### config.mk
export PLATFORM = sky130hd
export DESIGN_NAME = clkgate_ctl
export DESIGN_NICKNAME = d
export VERILOG_FILES = /design/src/rtl/clkgate_pkg.sv /design/src/rtl/clkgate_pd_seq.sv /design/src/rtl/clkgate_bank.sv /design/src/rtl/clkgate_ctl.sv
export SDC_FILE = /design/constraint.sdc
export NUM_CORES = 1
export LEC_CHECK = 0
export BUFFER_PORTS_ARGS = -buffer_cell sky130_fd_sc_hd__buf_2
export CAP_MARGIN = 20
export CORE_ASPECT_RATIO = 1.75
export CORE_MARGIN = 4
export CORE_UTILIZATION = 47
export CTS_CLUSTER_DIAMETER = 200
export DETAILED_ROUTE_END_ITERATION = 8
export PLACE_DENSITY = 0.85
export SLEW_MARGIN = 20
export SYNTH_ARGS = -nofsm -noshare
export SYNTH_HDL_FRONTEND = slang
export SYNTH_SLANG_ARGS = --single-unit
### constraint.sdc
create_clock -name clk -period 1.2 [get_ports clk]
set_input_delay 0.06 -clock clk [delete_from_list [all_inputs] [get_ports clk]]
set_output_delay 0.06 -clock clk [all_outputs]
set_load 0.01 [all_outputs]
### src/rtl/clkgate_pkg.sv
package clkgate_pkg;
  parameter int CFG_W = 8;
  parameter int SYNC_STAGES = 2;
endpackage

### src/rtl/clkgate_pd_seq.sv
module clkgate_pd_seq
  import clkgate_pkg::*;
(
  input  logic clk,
  input  logic rst,
  input  logic pd_n,
  input  logic cpu_ck,
  output logic pd_on
);
  logic [SYNC_STAGES-1:0] sync;
  logic cpu_d;
  logic low_seen;
  logic rise;
  logic pd_req_n;

  assign rise     = cpu_ck & ~cpu_d;
  assign pd_req_n = sync[SYNC_STAGES-1];

  always_ff @(posedge clk) begin
    if (rst) begin
      sync     <= '1;
      cpu_d    <= 1'b0;
      low_seen <= 1'b0;
      pd_on    <= 1'b0;
    end else begin
      sync  <= {sync[SYNC_STAGES-2:0], pd_n};
      cpu_d <= cpu_ck;
      if (rise) begin
        if (!pd_req_n) begin
          low_seen <= 1'b1;
          if (low_seen) pd_on <= 1'b1;
        end else begin
          low_seen <= 1'b0;
          pd_on    <= 1'b0;
        end
      end
    end
  end

  // entry needs a previous low sample plus a low sample at this CPU rise
  a_r1_two_samples: assert property (@(posedge clk) disable iff (rst)
    $rose(pd_on) |-> ($past(low_seen) && $past(rise) && !$past(pd_req_n)));

  // release happens only at a CPU rise that sees the request gone
  a_r10_release: assert property (@(posedge clk) disable iff (rst)
    $fell(pd_on) |-> ($past(pd_req_n) && $past(rise)));
endmodule

### src/rtl/clkgate_bank.sv
module clkgate_bank #(
  parameter int N = 1
) (
  input  logic         clk,
  input  logic         rst,
  input  logic         ck,
  input  logic         stop,
  input  logic [N-1:0] en,
  output logic [N-1:0] q
);
  logic [N-1:0] open;

  always_ff @(posedge clk) begin
    if (rst) begin
      open <= '0;
      q    <= '0;
    end else begin
      if (!ck) open <= en & {N{~stop}};
      q <= {N{ck}} & open;
    end
  end

  for (genvar i = 0; i < N; i++) begin : g_lane
    // gating decision changes only after a low source sample
    a_r9_switch_low: assert property (@(posedge clk) disable iff (rst)
      !$stable(open[i]) |-> !$past(ck));
    // a stopped lane is low once its source has been low
    a_r2_stop_low: assert property (@(posedge clk) disable iff (rst)
      (stop && !ck) |=> !q[i]);
    // a disabled lane is low once its source has been low
    a_r4_off_low: assert property (@(posedge clk) disable iff (rst)
      (!en[i] && !ck) |=> !q[i]);
  end
endmodule

### src/rtl/clkgate_ctl.sv
module clkgate_ctl
  import clkgate_pkg::*;
#(
  parameter int N_CPU   = 3,
  parameter int N_SDRAM = 8,
  parameter int N_PCI   = 8,
  parameter int N_APIC  = 2,
  parameter int N_HUB   = 2,
  parameter int N_USB   = 2
) (
  input  logic               clk,
  input  logic               rst,
  input  logic               pd_n,
  input  logic [CFG_W-1:0]   cfg_ctl,
  input  logic [CFG_W-1:0]   cfg_sdram_en,
  input  logic [CFG_W-1:0]   cfg_pci_en,
  input  logic               cpu_ck,
  input  logic               sdram_ck,
  input  logic               pci_ck,
  input  logic               apic_ck,
  input  logic               hub_ck,
  input  logic               ref_ck,
  input  logic               usb_ck,
  output logic [N_CPU-1:0]   cpu_q,
  output logic [N_SDRAM-1:0] sdram_q,
  output logic               sdram_free_q,
  output logic [N_PCI-1:0]   pci_q,
  output logic [N_APIC-1:0]  apic_q,
  output logic [N_HUB-1:0]   hub_q,
  output logic               ref_q,
  output logic [N_USB-1:0]   usb_q,
  output logic               pd_status
);
  logic stop;
  logic [N_CPU-1:0]   cpu_en;
  logic [N_PCI-1:0]   pci_en;
  logic [N_USB-1:0]   usb_en;
  logic unused_cfg;

  assign cpu_en = {cfg_ctl[0], {(N_CPU-1){1'b1}}};
  assign pci_en = {cfg_pci_en[N_PCI-1:1], 1'b1};
  assign usb_en = cfg_ctl[N_USB:1];
  assign unused_cfg = ^{cfg_ctl, cfg_pci_en};

  clkgate_pd_seq u_pd (
    .clk(clk), .rst(rst), .pd_n(pd_n), .cpu_ck(cpu_ck), .pd_on(stop)
  );
  assign pd_status = stop;

  clkgate_bank #(.N(N_CPU)) u_cpu (
    .clk(clk), .rst(rst), .ck(cpu_ck), .stop(stop), .en(cpu_en), .q(cpu_q));
  clkgate_bank #(.N(N_SDRAM)) u_sdram (
    .clk(clk), .rst(rst), .ck(sdram_ck), .stop(stop),
    .en(cfg_sdram_en[N_SDRAM-1:0]), .q(sdram_q));
  clkgate_bank #(.N(1)) u_sdram_free (
    .clk(clk), .rst(rst), .ck(sdram_ck), .stop(stop), .en(1'b1), .q(sdram_free_q));
  clkgate_bank #(.N(N_PCI)) u_pci (
    .clk(clk), .rst(rst), .ck(pci_ck), .stop(stop), .en(pci_en), .q(pci_q));
  clkgate_bank #(.N(N_APIC)) u_apic (
    .clk(clk), .rst(rst), .ck(apic_ck), .stop(stop), .en({N_APIC{1'b1}}), .q(apic_q));
  clkgate_bank #(.N(N_HUB)) u_hub (
    .clk(clk), .rst(rst), .ck(hub_ck), .stop(stop), .en({N_HUB{1'b1}}), .q(hub_q));
  clkgate_bank #(.N(1)) u_ref (
    .clk(clk), .rst(rst), .ck(ref_ck), .stop(stop), .en(1'b1), .q(ref_q));
  clkgate_bank #(.N(N_USB)) u_usb (
    .clk(clk), .rst(rst), .ck(usb_ck), .stop(stop), .en(usb_en), .q(usb_q));

  // the free-running lane only drops out of a high phase at a source low
  a_r8_free_full: assert property (@(posedge clk) disable iff (rst)
    ($past(sdram_free_q) && !sdram_free_q) |-> !$past(sdram_ck));
endmodule

==> flow_summary.json, run 1 <==
{
  "numCtsBuffers": 5,
  "row_count": 28,
  "cts.clk_slew.worst_paths_ns": 0.09,
  "leakagePower_uw": 0.00100,
  "postCtsSetupRepairBufs": 0,
  "htree_levels": 2,
  "grt_pass1_vias": 1212,
  "dr_wl_met2_um": 1610,
  "maxSlewViolCount": 0,
  "worst_pin_slew_ns": 0.344,
  "fmax_mhz": 888,
  "finalSetupTns_ns": 0,
  "cts_buffer_depth": 2,
  "skew_ns": 0.00340,
  "synth.distinct_cells": 17,
  "setup_violations": 0,
  "maxCapViolCount": 0,
  "cts_tree": "done",
  "die_w_um": 53.5,
  "critical_path_class": "flop to flop",
  "wl_per_cell_um": 11.3,
  "syn-num-nets": 206,
  "ys_ff_latch": 53,
  "p_sw_share_pct": 21.4,
  "reg2reg_depth": 3,
  "crit_required_ns": 1.44,
  "num_vias": 1292,
  "grt_use_total_pct": 15.7,
  "critPathMaxFanout": 12,
  "syn_avg_cell_area_um2": 9.91,
  "synth.area.top_cells": "dfxtp_1 (62%), a21oi_1 (7.0%), or3b_1 (6.7%)",
  "min_delay_path_depth": 3,
  "grt_max_degree": 28,
  "p_total_uw": 3160,
  "p_int_uw": 2490,
  "grt_overflow": 0,
  "peakVddDrop_v": 0.00127,
  "die_h_um": 87.7,
  "mostFrequentLayoutCells": "buf_2 (55), dfxtp_1 (52), nand2_1 (24), a21oi_1 (24), nor2_1 (24)",
  "setup_ws_ns": 0.0744,
  "numPortBuffers": 55,
  "maxSlewHeadroom_pct": 77.1,
  "wl_met1_um": 1200,
  "worstSkewPairLatency_ns": 0.30,
  "worstSetupEndpointType": "flop",
  "max_stage_delay_ns": 0.44,
  "syn-cell-area_um2": 1700,
  "crit_cells": 3,
  "clock-sinks": 53,
  "core_um2": 3430,
  "pin_count": 62,
  "combPwrFrac_pct": 8.1,
  "slowest_stage": "or3b_2",
  "fin_nets": 263,
  "status": "finished clean",
  "grt_first_pass_wirelength_um": 5190,
  "dp_hpwl_um": 2250,
  "path_buf_inv": 1,
  "layout_min_cycle_time_ns": 1.13,
  "dr.pass1.iters": 2,
  "clockRootBuffer": "clkbuf_8",
  "pwr-share-clk_pct": 33.3,
  "cp_cell_sequence": "buf_12, or3b_2, a21oi_1",
  "post-place-ws_ns": 0.0806,
  "gp_congestion": 0.715,
  "antenna_left": 0,
  "min_path_type": "primary input to flop",
  "critical_path_arrival_ns": 1.36,
  "dr.max_layer_used": "met4",
  "met3_length_um": 176,
  "dp.cells": 263,
  "final_common_cell": "buf_2",
  "finalHoldViolCount": 0,
  "wirelength_um": 3110,
  "initial_core_util_pct": 49.6,
  "yosysTopAreaCell": "dfxtp_1",
  "drt-initial-drc-count": 11,
  "final_area_um2": 2150,
  "antenna_found_initial": 0,
  "yosysWarnings": 0,
  "power.density_nw_per_um2": 1470,
  "syn_inst": 172,
  "num_antenna_cells": 0,
  "post-route-period-util_pct": 93.8,
  "drive_gt1_share_pct": 35.2,
  "synth_top_area_share_pct": 62.3,
  "via_per_inst": 4.70,
  "crit_family": "simple AND/OR/NAND/NOR gates",
  "drc": 0,
  "rsz0062_at_grt": "false",
  "start_kind": "flop",
  "die_area_um2": 4690,
  "power_switching_uw": 676,
  "final_cell_count_no_fill": 275,
  "yosysSeqAreaShare_pct": 62.3,
  "seq_power_share_pct": 58.6,
  "syn_to_final_growth_pct": 26.1,
  "dpl_cell_area_um2": 2010
}
[Yosys cell counts]
cell,count
buf_6,3
buf_4,3
buf_2,1
nand2b_1,1
nand2_1,24
nor2_1,24
a211oi_1,2
a21oi_1,24
dfxtp_1,53
or3b_2,5
or3b_1,13
nor2b_1,1
clkbuf_1,6
and3b_1,1
nand3b_1,1
inv_1,2
or2_2,8
[layout make-up]
class / count / area [um2]
Fill cell: 333 / 1280
Sequential cell: 53 / 1060
Multi-Input combinational cell: 104 / 552
Timing Repair Buffer: 63 / 370
Clock buffer: 7 / 96.3
Tap cell: 45 / 56.3
Inverter: 2 / 7.51
Clock inverter: 1 / 5.00
[flip-flops by register name, indices dropped and copies added (netlist names), 2 cells and up]
register      flops
u_pci.open        8
u_pci.q           8
u_sdram.open      8
u_sdram.q         8
u_cpu.open        2
u_cpu.q           2
u_pd.sync         2
u_usb.open        2
u_usb.q           2
[power groups by stage]
stage | sequential [uW] | combinational [uW] | clock (uW)
after floorplan | 1900 | 143 | 0
after global placement | 1890 | 240 | 0
after detailed placement | 1900 | 250 | 0
after CTS | 1860 | 261 | 1110
after global routing | 1860 | 290 | 1180
final | 1860 | 255 | 1050
[metrics by stage]
stage | util [%] | hold WS [ns]
after floorplan | - | 0.164
after global placement | 58.5 | 0.243
after detailed placement | 58.5 | 0.247
final | 62.6 | 0.0253
after CTS | 62.6 | 0.0103
after global routing | 62.6 | 0.0164
[worst min-delay path, stage by stage]
cell     delay (ns)
buf_2          0.12
nand2_1        0.07
nor2_1         0.04
[repair_timing]
item | 4_1_cts | 5_1_grt
setup endpoints to repair | 0 | 1
gates resized for setup | 0 | 1
hold buffers | 4 | 0
endpoints found under the hold margin | 4 | 0
[logic make-up after synthesis]
group	share of synthesized area, %
AO/OA/AOI/OAI	7.93
flip-flops	62.3
buffers and inverters	5.36
AND/OR/NAND/NOR	24.5
[path summary, 6_finish.rpt]
path	from	slack, ns	endpoint
max	u_pd.pd_on$_SDFFE_PP0P_	0.07	u_pci.open[4]$_SDFFE_PP0N_
min	usb_ck	0.03	u_usb.q[0]$_SDFF_PP0_
max reg2reg	u_pd.pd_on$_SDFFE_PP0P_	0.07	u_pci.open[4]$_SDFFE_PP0N_
min reg2reg	u_pd.sync[0]$_SDFF_PP1_	0.42	u_pd.sync[1]$_SDFF_PP1_
[routing by layer]
metal,track usage [%],up-vias
li1,-,669
met1,15.5,576
met2,26.5,38
met3,4.94,9
met4,11.2,0
met5,0,-
Power figures use the tool's default switching activity.
==> run 2: changes to the inputs <==
--- a/config.mk
+++ b/config.mk
@@ -9,10 +9,10 @@
 export CAP_MARGIN = 20
 export CORE_ASPECT_RATIO = 1.75
 export CORE_MARGIN = 4
-export CORE_UTILIZATION = 47
+export CORE_UTILIZATION = 50
 export CTS_CLUSTER_DIAMETER = 200
 export DETAILED_ROUTE_END_ITERATION = 8
-export PLACE_DENSITY = 0.85
+export PLACE_DENSITY = 0.9
 export SLEW_MARGIN = 20
 export SYNTH_ARGS = -nofsm -noshare
 export SYNTH_HDL_FRONTEND = slang
==> constraint.sdc (replaced) <==
create_clock -name clk -period 1.41 [get_ports clk]
set_input_delay 0.0705 -clock clk [delete_from_list [all_inputs] [get_ports clk]]
set_output_delay 0.0705 -clock clk [all_outputs]
set_load 0.01 [all_outputs]
==> run 2 against run 1 <==
  * Core utilization rose by 2.1 points
  * Largest cell class unchanged
  * Critical endpoint is now u_sdram.open[6]$_SDFFE_PP0N_
  * Clock power shrank 19%
  * Hold slack improved by 0.0053 ns
  * Final cell count down 2.2%
  * Maximum frequency fell by 3.1%
  * Register-to-register slack improved by 0.17 ns
==> flow_summary.json, run 2 (same netlist as run 1, synthesis figures left out) <==
{
  "status": "finished clean",
  "setup_ws_ns": 0.248,
  "grt_first_pass_wirelength_um": 4700,
  "worstSkewPairLatency_ns": 0.29,
  "drc": 0,
  "maxSlewHeadroom_pct": 64.9,
  "gp_congestion": 0.738,
  "cts_resized": 0,
  "cts.clk_slew.worst_paths_ns": 0.09,
  "fmax_mhz": 861,
  "setup_violations": 0,
  "final_common_cell": "buf_2",
  "skew_ns": 0.00373,
  "critical_path_arrival_ns": 1.39,
  "cts_tree": "done",
  "min_path_type": "primary input to flop",
  "dp.cells": 260,
  "die_h_um": 85.2,
  "grt_max_degree": 33,
  "cts_buffer_depth": 2,
  "postCtsHoldBufs": 1,
  "syn_to_final_growth_pct": 22.0,
  "die_area_um2": 4440,
  "maxSlewViolCount": 0,
  "finalSetupTns_ns": 0,
  "clockRootBuffer": "clkbuf_8",
  "clock-sinks": 53,
  "power.density_nw_per_um2": 1260,
  "critical_path_class": "flop to flop",
  "dp_hpwl_um": 1960,
  "mostFrequentLayoutCells": "buf_2 (55), dfxtp_1 (53), nand2_1 (24), a21oi_1 (24), nor2_1 (24)",
  "layout_min_cycle_time_ns": 1.16,
  "leakagePower_uw": 0.000976,
  "fin_nets": 259,
  "finalHoldViolCount": 0,
  "maxCapViolCount": 0,
  "num_vias": 1226,
  "worstSetupEndpointType": "flop",
  "num_antenna_cells": 0,
  "row_count": 27,
  "via_per_inst": 4.56,
  "postCtsSetupRepairBufs": 0,
  "grt_pass1_vias": 1120,
  "antenna_found_initial": 0,
  "rsz0062_at_grt": "false",
  "peakVddDrop_v": 0.00110,
  "drive_gt1_share_pct": 35.0,
  "critPathMaxFanout": 19,
  "dr.pass1.iters": 3,
  "final_cell_count_no_fill": 269,
  "numPortBuffers": 55,
  "wl_per_cell_um": 10.3,
  "drt-initial-drc-count": 7,
  "start_kind": "flop",
  "die_w_um": 52.1,
  "crit_required_ns": 1.63,
  "wirelength_um": 2780,
  "core_um2": 3210,
  "initial_core_util_pct": 53.1,
  "numCtsBuffers": 5,
  "antenna_left": 0,
  "p_total_uw": 2630,
  "post-place-ws_ns": 0.245,
  "post-route-period-util_pct": 82.4,
  "htree_levels": 2,
  "final_core_utilization_pct": 64.8,
  "pin_count": 62,
  "worst_pin_slew_ns": 0.527,
  "grt_use_total_pct": 13.9,
  "grt_overflow": 0
}
## run 2: worst paths after layout
path                           startpoint  depth (start not counted)                           end  slack [ns]
setup / recovery  u_pd.pd_on$_SDFFE_PP0P_                          3  u_sdram.open[6]$_SDFFE_PP0N_        0.25
hold / removal                    apic_ck                          3        u_apic.q[0]$_SDFF_PP0_        0.03
setup reg to reg  u_pd.pd_on$_SDFFE_PP0P_                          3  u_sdram.open[6]$_SDFFE_PP0N_        0.25
hold reg to reg   u_pd.sync[0]$_SDFF_PP1_                          1       u_pd.sync[1]$_SDFF_PP1_        0.41
## run 2: layer usage
| metal | wire length, um | part of all wire, % | track usage (%) |
|---|---|---|---|
| met2 | 1370 | 49 | 23.5 |
| met4 | 59 | 2.1 | 8.37 |
| met5 | 0 | 0 | 0 |
| met1 | 1200 | 43 | 15.7 |
| met3 | 153 | 5.5 | 2.64 |
## run 2: critical path, cell delays in order, from the launching register on
cell and delay [ns]:
dfxtp_1 0.37, buf_4 0.22, or3b_1 0.36, a21oi_1 0.15
## run 2: cell type report
type | count | area [um2]
Multi-Input combinational cell | 104 | 552
Clock inverter | 2 | 13.8
Timing Repair Buffer | 59 | 308
Tap cell | 43 | 53.8
Clock buffer | 6 | 82.6
Fill cell | 279 | 1130
Sequential cell | 53 | 1060
Inverter | 2 | 7.51
## run 2: power breakdown
group | internal (uW) | switching, uW | total [uW]
combinational | 100 | 99.9 | 200
clock | 398 | 451 | 849
sequential | 1560 | 16.7 | 1580
total | 2060 | 568 | 2630
## run 2: stage by stage
stage,cell area (um2),hold WS (ns)
6_report,2080,0.0306
5_1_grt,2080,0.0351
4_1_cts,2080,0.0171
3_5_place_dp,1970,0.258
3_3_place_gp,1970,0.253
2_1_floorplan,1700,0.174
